--- config.mk ---
export PLATFORM = sky130hd
export DESIGN_NAME = lcb_loop_branch
export DESIGN_NICKNAME = d
export VERILOG_FILES = /design/src/rtl/lcb_pkg.sv /design/src/rtl/lcb_counters.sv /design/src/rtl/lcb_rot_base.sv /design/src/rtl/lcb_pred_rename.sv /design/src/rtl/lcb_loop_branch.sv
export SDC_FILE = /design/constraint.sdc
export NUM_CORES = 1
export LEC_CHECK = 0
export BUFFER_PORTS_ARGS = -buffer_cell sky130_fd_sc_hd__buf_2
export CAP_MARGIN = 10
export CORE_MARGIN = 4
export CORE_UTILIZATION = 51
export CTS_BUF_LIST = sky130_fd_sc_hd__clkbuf_8
export CTS_CLUSTER_DIAMETER = 50
export CTS_CLUSTER_SIZE = 20
export DETAILED_ROUTE_END_ITERATION = 16
export GPL_ROUTABILITY_DRIVEN = 0
export PLACE_DENSITY = 0.77
export SLEW_MARGIN = 20
export SYNTH_ARGS = -nofsm -noshare
export SYNTH_HDL_FRONTEND = slang
export SYNTH_SLANG_ARGS = --single-unit
--- constraint.sdc ---
create_clock -name clk -period 3.87 [get_ports clk]
set_input_delay 0.1935 -clock clk [delete_from_list [all_inputs] [get_ports clk]]
set_output_delay 0.1935 -clock clk [all_outputs]
set_load 0.1 [all_outputs]
--- src/rtl/lcb_pkg.sv ---
package lcb_pkg;

    typedef enum logic [1:0] {
        PH_DONE   = 2'd0,
        PH_KERNEL = 2'd1,
        PH_DRAIN  = 2'd2,
        PH_LAST   = 2'd3
    } loop_phase_e;

    localparam logic BR_LOOP_TOP  = 1'b0;
    localparam logic BR_LOOP_EXIT = 1'b1;

endpackage

--- src/rtl/lcb_counters.sv ---
module lcb_counters
    import lcb_pkg::*;
#(
    parameter int CNT_W = 32
) (
    input  logic             clk,
    input  logic             rst_n,
    input  logic             ld_en,
    input  logic [CNT_W-1:0] ld_lc,
    input  logic [CNT_W-1:0] ld_ec,
    input  logic             step,
    output logic [CNT_W-1:0] lc,
    output logic [CNT_W-1:0] ec,
    output loop_phase_e      phase,
    output logic             rotate,
    output logic             pred_one,
    output logic             go_on
);

    logic [CNT_W-1:0] lc_q, ec_q, lc_d, ec_d;
    loop_phase_e      phase_q, phase_d;

    // next counter values for the current case
    always_comb begin
        lc_d = lc_q;
        ec_d = ec_q;
        if (ld_en) begin
            lc_d = ld_lc;
            ec_d = ld_ec;
        end else if (step) begin
            unique case (phase_q)
                PH_KERNEL:         lc_d = lc_q - CNT_W'(1);
                PH_DRAIN, PH_LAST: ec_d = ec_q - CNT_W'(1);
                PH_DONE:           ;
            endcase
        end
    end

    // classify the next counts into the next case
    always_comb begin
        if (lc_d != '0)
            phase_d = PH_KERNEL;
        else if (ec_d > CNT_W'(1))
            phase_d = PH_DRAIN;
        else if (ec_d == CNT_W'(1))
            phase_d = PH_LAST;
        else
            phase_d = PH_DONE;
    end

    // state register
    always_ff @(posedge clk or negedge rst_n) begin
        if (!rst_n)
            phase_q <= PH_DONE;
        else
            phase_q <= phase_d;
    end

    always_ff @(posedge clk or negedge rst_n) begin
        if (!rst_n) begin
            lc_q <= '0;
            ec_q <= '0;
        end else begin
            lc_q <= lc_d;
            ec_q <= ec_d;
        end
    end

    // outputs of the current case
    always_comb begin
        rotate   = 1'b0;
        pred_one = 1'b0;
        go_on    = 1'b0;
        unique case (phase_q)
            PH_KERNEL: begin
                rotate   = step;
                pred_one = 1'b1;
                go_on    = 1'b1;
            end
            PH_DRAIN: begin
                rotate = step;
                go_on  = 1'b1;
            end
            PH_LAST: begin
                rotate = step;
            end
            PH_DONE: ;
        endcase
    end

    assign lc    = lc_q;
    assign ec    = ec_q;
    assign phase = phase_q;

endmodule

--- src/rtl/lcb_rot_base.sv ---
module lcb_rot_base #(
    parameter int ROT_COUNT = 48,
    parameter int BASE_W    = 6
) (
    input  logic              clk,
    input  logic              rst_n,
    input  logic              dec,
    output logic [BASE_W-1:0] base
);

    localparam logic [BASE_W-1:0] TOP = BASE_W'(ROT_COUNT - 1);

    logic [BASE_W-1:0] base_q;

    always_ff @(posedge clk or negedge rst_n) begin
        if (!rst_n)
            base_q <= '0;
        else if (dec)
            base_q <= (base_q == '0) ? TOP : base_q - BASE_W'(1);
    end

    assign base = base_q;

endmodule

--- src/rtl/lcb_pred_rename.sv ---
module lcb_pred_rename #(
    parameter int PRED_NUM  = 64,
    parameter int ROT_FIRST = 16,
    parameter int IDX_W     = 6,
    parameter int BASE_W    = 6
) (
    input  logic [IDX_W-1:0]  log_idx,
    input  logic [BASE_W-1:0] base,
    output logic [IDX_W-1:0]  phys_idx
);

    localparam int ROT_COUNT = PRED_NUM - ROT_FIRST;

    logic [IDX_W-1:0] offs, room, slot;

    always_comb begin
        offs = log_idx - IDX_W'(ROT_FIRST);
        // distance from the base to the end of the window
        room = IDX_W'(ROT_COUNT) - IDX_W'(base);
        if (offs >= room)
            slot = offs - room;
        else
            slot = offs + IDX_W'(base);
        if (log_idx < IDX_W'(ROT_FIRST))
            phys_idx = log_idx;
        else
            phys_idx = slot + IDX_W'(ROT_FIRST);
    end

endmodule

--- src/rtl/lcb_loop_branch.sv ---
module lcb_loop_branch
    import lcb_pkg::*;
#(
    parameter int CNT_W     = 32,
    parameter int PRED_NUM  = 64,
    parameter int ROT_FIRST = 16,
    parameter int IDX_W     = $clog2(PRED_NUM),
    parameter int BASE_W    = $clog2(PRED_NUM - ROT_FIRST)
) (
    input  logic              clk,
    input  logic              rst_n,
    input  logic              cnt_load,
    input  logic [CNT_W-1:0]  load_lc,
    input  logic [CNT_W-1:0]  load_ec,
    input  logic              br_req,
    input  logic              br_kind,
    output logic              br_taken,
    output logic              stage_pred_we,
    output logic              stage_pred_val,
    output logic [CNT_W-1:0]  loop_cnt,
    output logic [CNT_W-1:0]  epi_cnt,
    output logic [BASE_W-1:0] rot_base,
    output logic [1:0]        loop_phase,
    input  logic [IDX_W-1:0]  log_pidx,
    output logic [IDX_W-1:0]  phys_pidx
);

    localparam int ROT_COUNT = PRED_NUM - ROT_FIRST;

    logic        accept;
    logic        rotate, pred_one, go_on;
    loop_phase_e phase;

    // a load in the same cycle wins over the branch
    assign accept = br_req && !cnt_load;

    lcb_counters #(.CNT_W(CNT_W)) u_cnt (
        .clk      (clk),
        .rst_n    (rst_n),
        .ld_en    (cnt_load),
        .ld_lc    (load_lc),
        .ld_ec    (load_ec),
        .step     (accept),
        .lc       (loop_cnt),
        .ec       (epi_cnt),
        .phase    (phase),
        .rotate   (rotate),
        .pred_one (pred_one),
        .go_on    (go_on)
    );

    lcb_rot_base #(.ROT_COUNT(ROT_COUNT), .BASE_W(BASE_W)) u_base (
        .clk   (clk),
        .rst_n (rst_n),
        .dec   (rotate),
        .base  (rot_base)
    );

    lcb_pred_rename #(
        .PRED_NUM  (PRED_NUM),
        .ROT_FIRST (ROT_FIRST),
        .IDX_W     (IDX_W),
        .BASE_W    (BASE_W)
    ) u_ren (
        .log_idx  (log_pidx),
        .base     (rot_base),
        .phys_idx (phys_pidx)
    );

    always_comb begin
        if (br_kind == BR_LOOP_EXIT)
            br_taken = accept && !go_on;
        else
            br_taken = accept && go_on;
    end

    assign stage_pred_we  = accept;
    assign stage_pred_val = accept && pred_one;
    assign loop_phase     = phase;

endmodule

==> results.md <==
- Status: complete, no violations
- Post-Layout Cell Count: 882
- CP Launch Type: flip-flop
- Max_cap viols: 0
- Routed len/inst: 17.5 um
- Ys async rst share: 100%
- Logic pwr share: between 50% and 60%
- Count of yosys warnings during synthesis: 0
- Cell area after synthesis: 5280 sq um
- Setup Viol. Count Final: 0
- Die Width: between 100 and 150 um
- Nets: 841
- CTS tree: yes
- Seq pwr share: 25.6%
- Core Util, Final: 64.7%
- Final Hold Violating Endpoints: 0
- Clock network power share: 14.9%
- Hpwl dp: 11.7 mm
- Layout area overhead: 21.6%
- Via/cell ratio: around 6.0
- Worst endpoint required time: 3.68 ns
- Placed Cells incl. Taps: 866
- Critical Path End Type: primary output
- Initial antenna violation count: 0
- Largest net degree at the start of global routing: 47
- Starting density of the core: 53.3%
- GRT Util Overall: approximately a quarter
- Maximum clock frequency: 274 MHz
- Min cycle time layout: between 3 and 4 ns
- Antenna diodes: 0
- WS Path Type: reg -> out
- Clk_lat worst skew: between 0.3 and 0.4 ns
- Slowest cell on the critical path: fa_1
- RSZ-0062 raised after global routing: false
- Layout cells sized above 1: 29.0%
- Arr. time, crit path: 3.45 ns
- Routed Wire Length: between 15 and 20 mm
- Post-synth EDFFs: 0
- Max VDD drop: approximately 0.0012 V
- Register area share after synthesis: between 30% and 40%
- CTS sink count: 72
- Pwr/cell area: 615 nW/um^2
- Mapped Cells: a little under 600
- Clock skew: around 0.017 ns
- Filler instances: roughly 870
- Final setup TNS: 0 ns
- #FFs+latches synth: 72
- Die Span Y: 110 um
- Die Area: 12000 sq um
- First-pass GRT wire length: between 20 and 25 mm
- Final Max Slew Viols: 0
- Slew margin rel.: 55.6%
- Slowest Stage Delay on Critical Path: 0.43 ns
- IO Pins: 156
- Cell-internal power: about 0.0017 W
- CTS root buffer: clkbuf_8
- Worst-path cell chain: inv_1, ha_1, inv_1, fa_1, a21o_1, a21oi_1, nand2_1, a21o_1, a21oi_1, buf_4, mux2i_1, o21ai_4, buf_2
- Static Leak: 2.76 nW
- Initial drt markers: about 390
- Ys flop type: dfrtp_1
- CORE AREA: 9910 sq um
- Cell variety after synth: 68
- Setup Buffers After CTS: 0
- Hold Path Class: in -> reg
- Worst-path clk slew: roughly 0.09 ns
- I/O Buffers: 155
- Row count: 36
- Gr ovfl total: 0
- Routed vias: 5265
- Worst-margin pin slew: ~0.67 ns
- Longest Clk Path Bufs: 2
- 1st-pass router iterations: 5
- Synth Area per Inst: 8.87 sq um
- CTS H-tree lvls: 3
- Sw Share: a little under three fifths
- Cts bufs inserted: 9
- Fin crit share: a little over nine tenths
- Syn nets: ~690
- Max FO, Critical Path: 8
- DRC viols: 0
- Number of global-route vias before repair: a little over 5000
- ANT nets after route: 0
- Hold Worst Slack: 0.0519 ns
- Switching pwr: 0.00221 W
==> power by group through the flow <==
stage               logic (W)  registers, W  clock network (W)
CTS                   0.00234       0.00101           0.000602
finish                0.00235       0.00101           0.000588
detailed placement    0.00234       0.00102                  0
global placement      0.00230       0.00101                  0
global route          0.00249       0.00103           0.000633
floorplan             0.00131       0.00163                  0
==> metal layers <==
metal  vias to the layer above  routed length, um  share of wire, %  track usage (%)
li1                       2494                  -                 -                -
met2                       233               7220                47             41.4
met5                         -                  0                 0                0
met1                      2510               6850                44             36.3
met3                        28               1090               7.0             4.70
met4                         0                282               1.8             7.93
==> registers in the layout (all words and copies together) (netlist names) <==
| signal | flops |
|---|---|
| u_base.base | 6 |
| u_cnt.lc | 32 |
| u_cnt.phase | 2 |
| u_cnt.ec | 32 |
==> kinds of logic (layout without fill, tap and decap cells) <==
family                   Yosys count  count (layout)  synth area share [%]
flip-flops                        72              72                  34.1
AO/OA/AOI/OAI                    121             121                  15.6
multiplexers                      18              18                  3.72
AND/OR/NAND/NOR                  250             250                  27.2
buffers and inverters             54             208                  4.24
adder cells (fa/ha/maj)           21              21                  5.26
XOR/XNOR                          59              59                  9.79
==> through the flow <==
stage / total power [W] / setup WS, ns / area [sq um]
global placement: 0.00331 / 0.702 / 6210
CTS: 0.00395 / 0.179 / 6410
detailed placement: 0.00335 / 0.568 / 6210
finish: 0.00394 / 0.223 / 6410
floorplan: 0.00294 / 0.0919 / 5330
global route: 0.00415 / 0.00108 / 6410
==> worst max-delay path, delay by kind of cell (launching register included) <==
kind | cells | cell delay, ns
buffers and inverters | 4 | 0.67
AND/OR/NAND/NOR | 1 | 0.11
adder cells (fa/ha/maj) | 2 | 0.73
AO/OA/AOI/OAI | 5 | 0.88
flip-flops | 1 | 0.40
multiplexers | 1 | 0.32
==> cell usage in the layout (no fill, tap or decap), drive strengths merged, types with 15 or more instances in the layout <==
cell type	count
a21oi	15
nor2	38
o21ai	32
ha	19
or3	15
nor3	30
nand2	56
nor4	22
dfrtp	72
xor2	23
xnor2	36
or4	18
buf	161
inv	30
nand4	17
==> synth_stat cells, types with 8 or more instances <==
library cell,n,share of area (%)
nand2_1,56,4.0
nand4_1,15,1.8
nor4_1,18,2.1
o21ai_0,29,2.8
a21oi_1,15,1.4
nor3_1,25,2.4
mux2_2,13,2.8
a31oi_1,8,0.95
clkbuf_1,13,0.92
buf_2,8,0.76
or4_1,17,2.4
nand3_1,13,1.2
inv_1,29,2.1
ha_1,19,4.5
xor2_1,23,3.8
nor2_1,38,2.7
dfrtp_1,72,34
nand2b_1,10,1.2
or3_1,15,1.8
o21a_1,8,1.1
o31ai_1,12,1.7
xnor2_1,36,6.0
==> area by class of cell <==
type                            instances  area, sq um  share of cell area [%]
Clock inverter                          6         62.6                   0.975
Tap cell                              133          166                    2.59
Inverter                               29          109                    1.70
Clock buffer                            9          124                    1.93
Sequential cell                        72         1800                    28.1
Timing Repair Buffer                  164          851                    13.3
Multi-Input combinational cell        469         3300                    51.4
==> final timing paths <==
check                                from              to  slack (ns)  cells after the start
max                        u_base.base[1]    phys_pidx[1]        0.22                     13
min                           load_ec[14]    u_cnt.ec[14]        0.05                      3
min reg2reg                u_base.base[0]  u_base.base[0]        0.59                      1
max in group asynchronous           rst_n  u_base.base[0]        2.36                      3
max reg2reg                   u_cnt.lc[6]  u_cnt.phase[0]        0.61                      8
min in group asynchronous           rst_n    u_cnt.lc[29]        0.39                      2
==> repair_timing <==
action / in CTS / in global routing
hold endpoints to repair: 26 / 0
gates resized for setup: 0 / 2
hold buffers: 1 / 0
endpoints found under the setup margin: 0 / 2
Power figures use the tool's default switching activity.
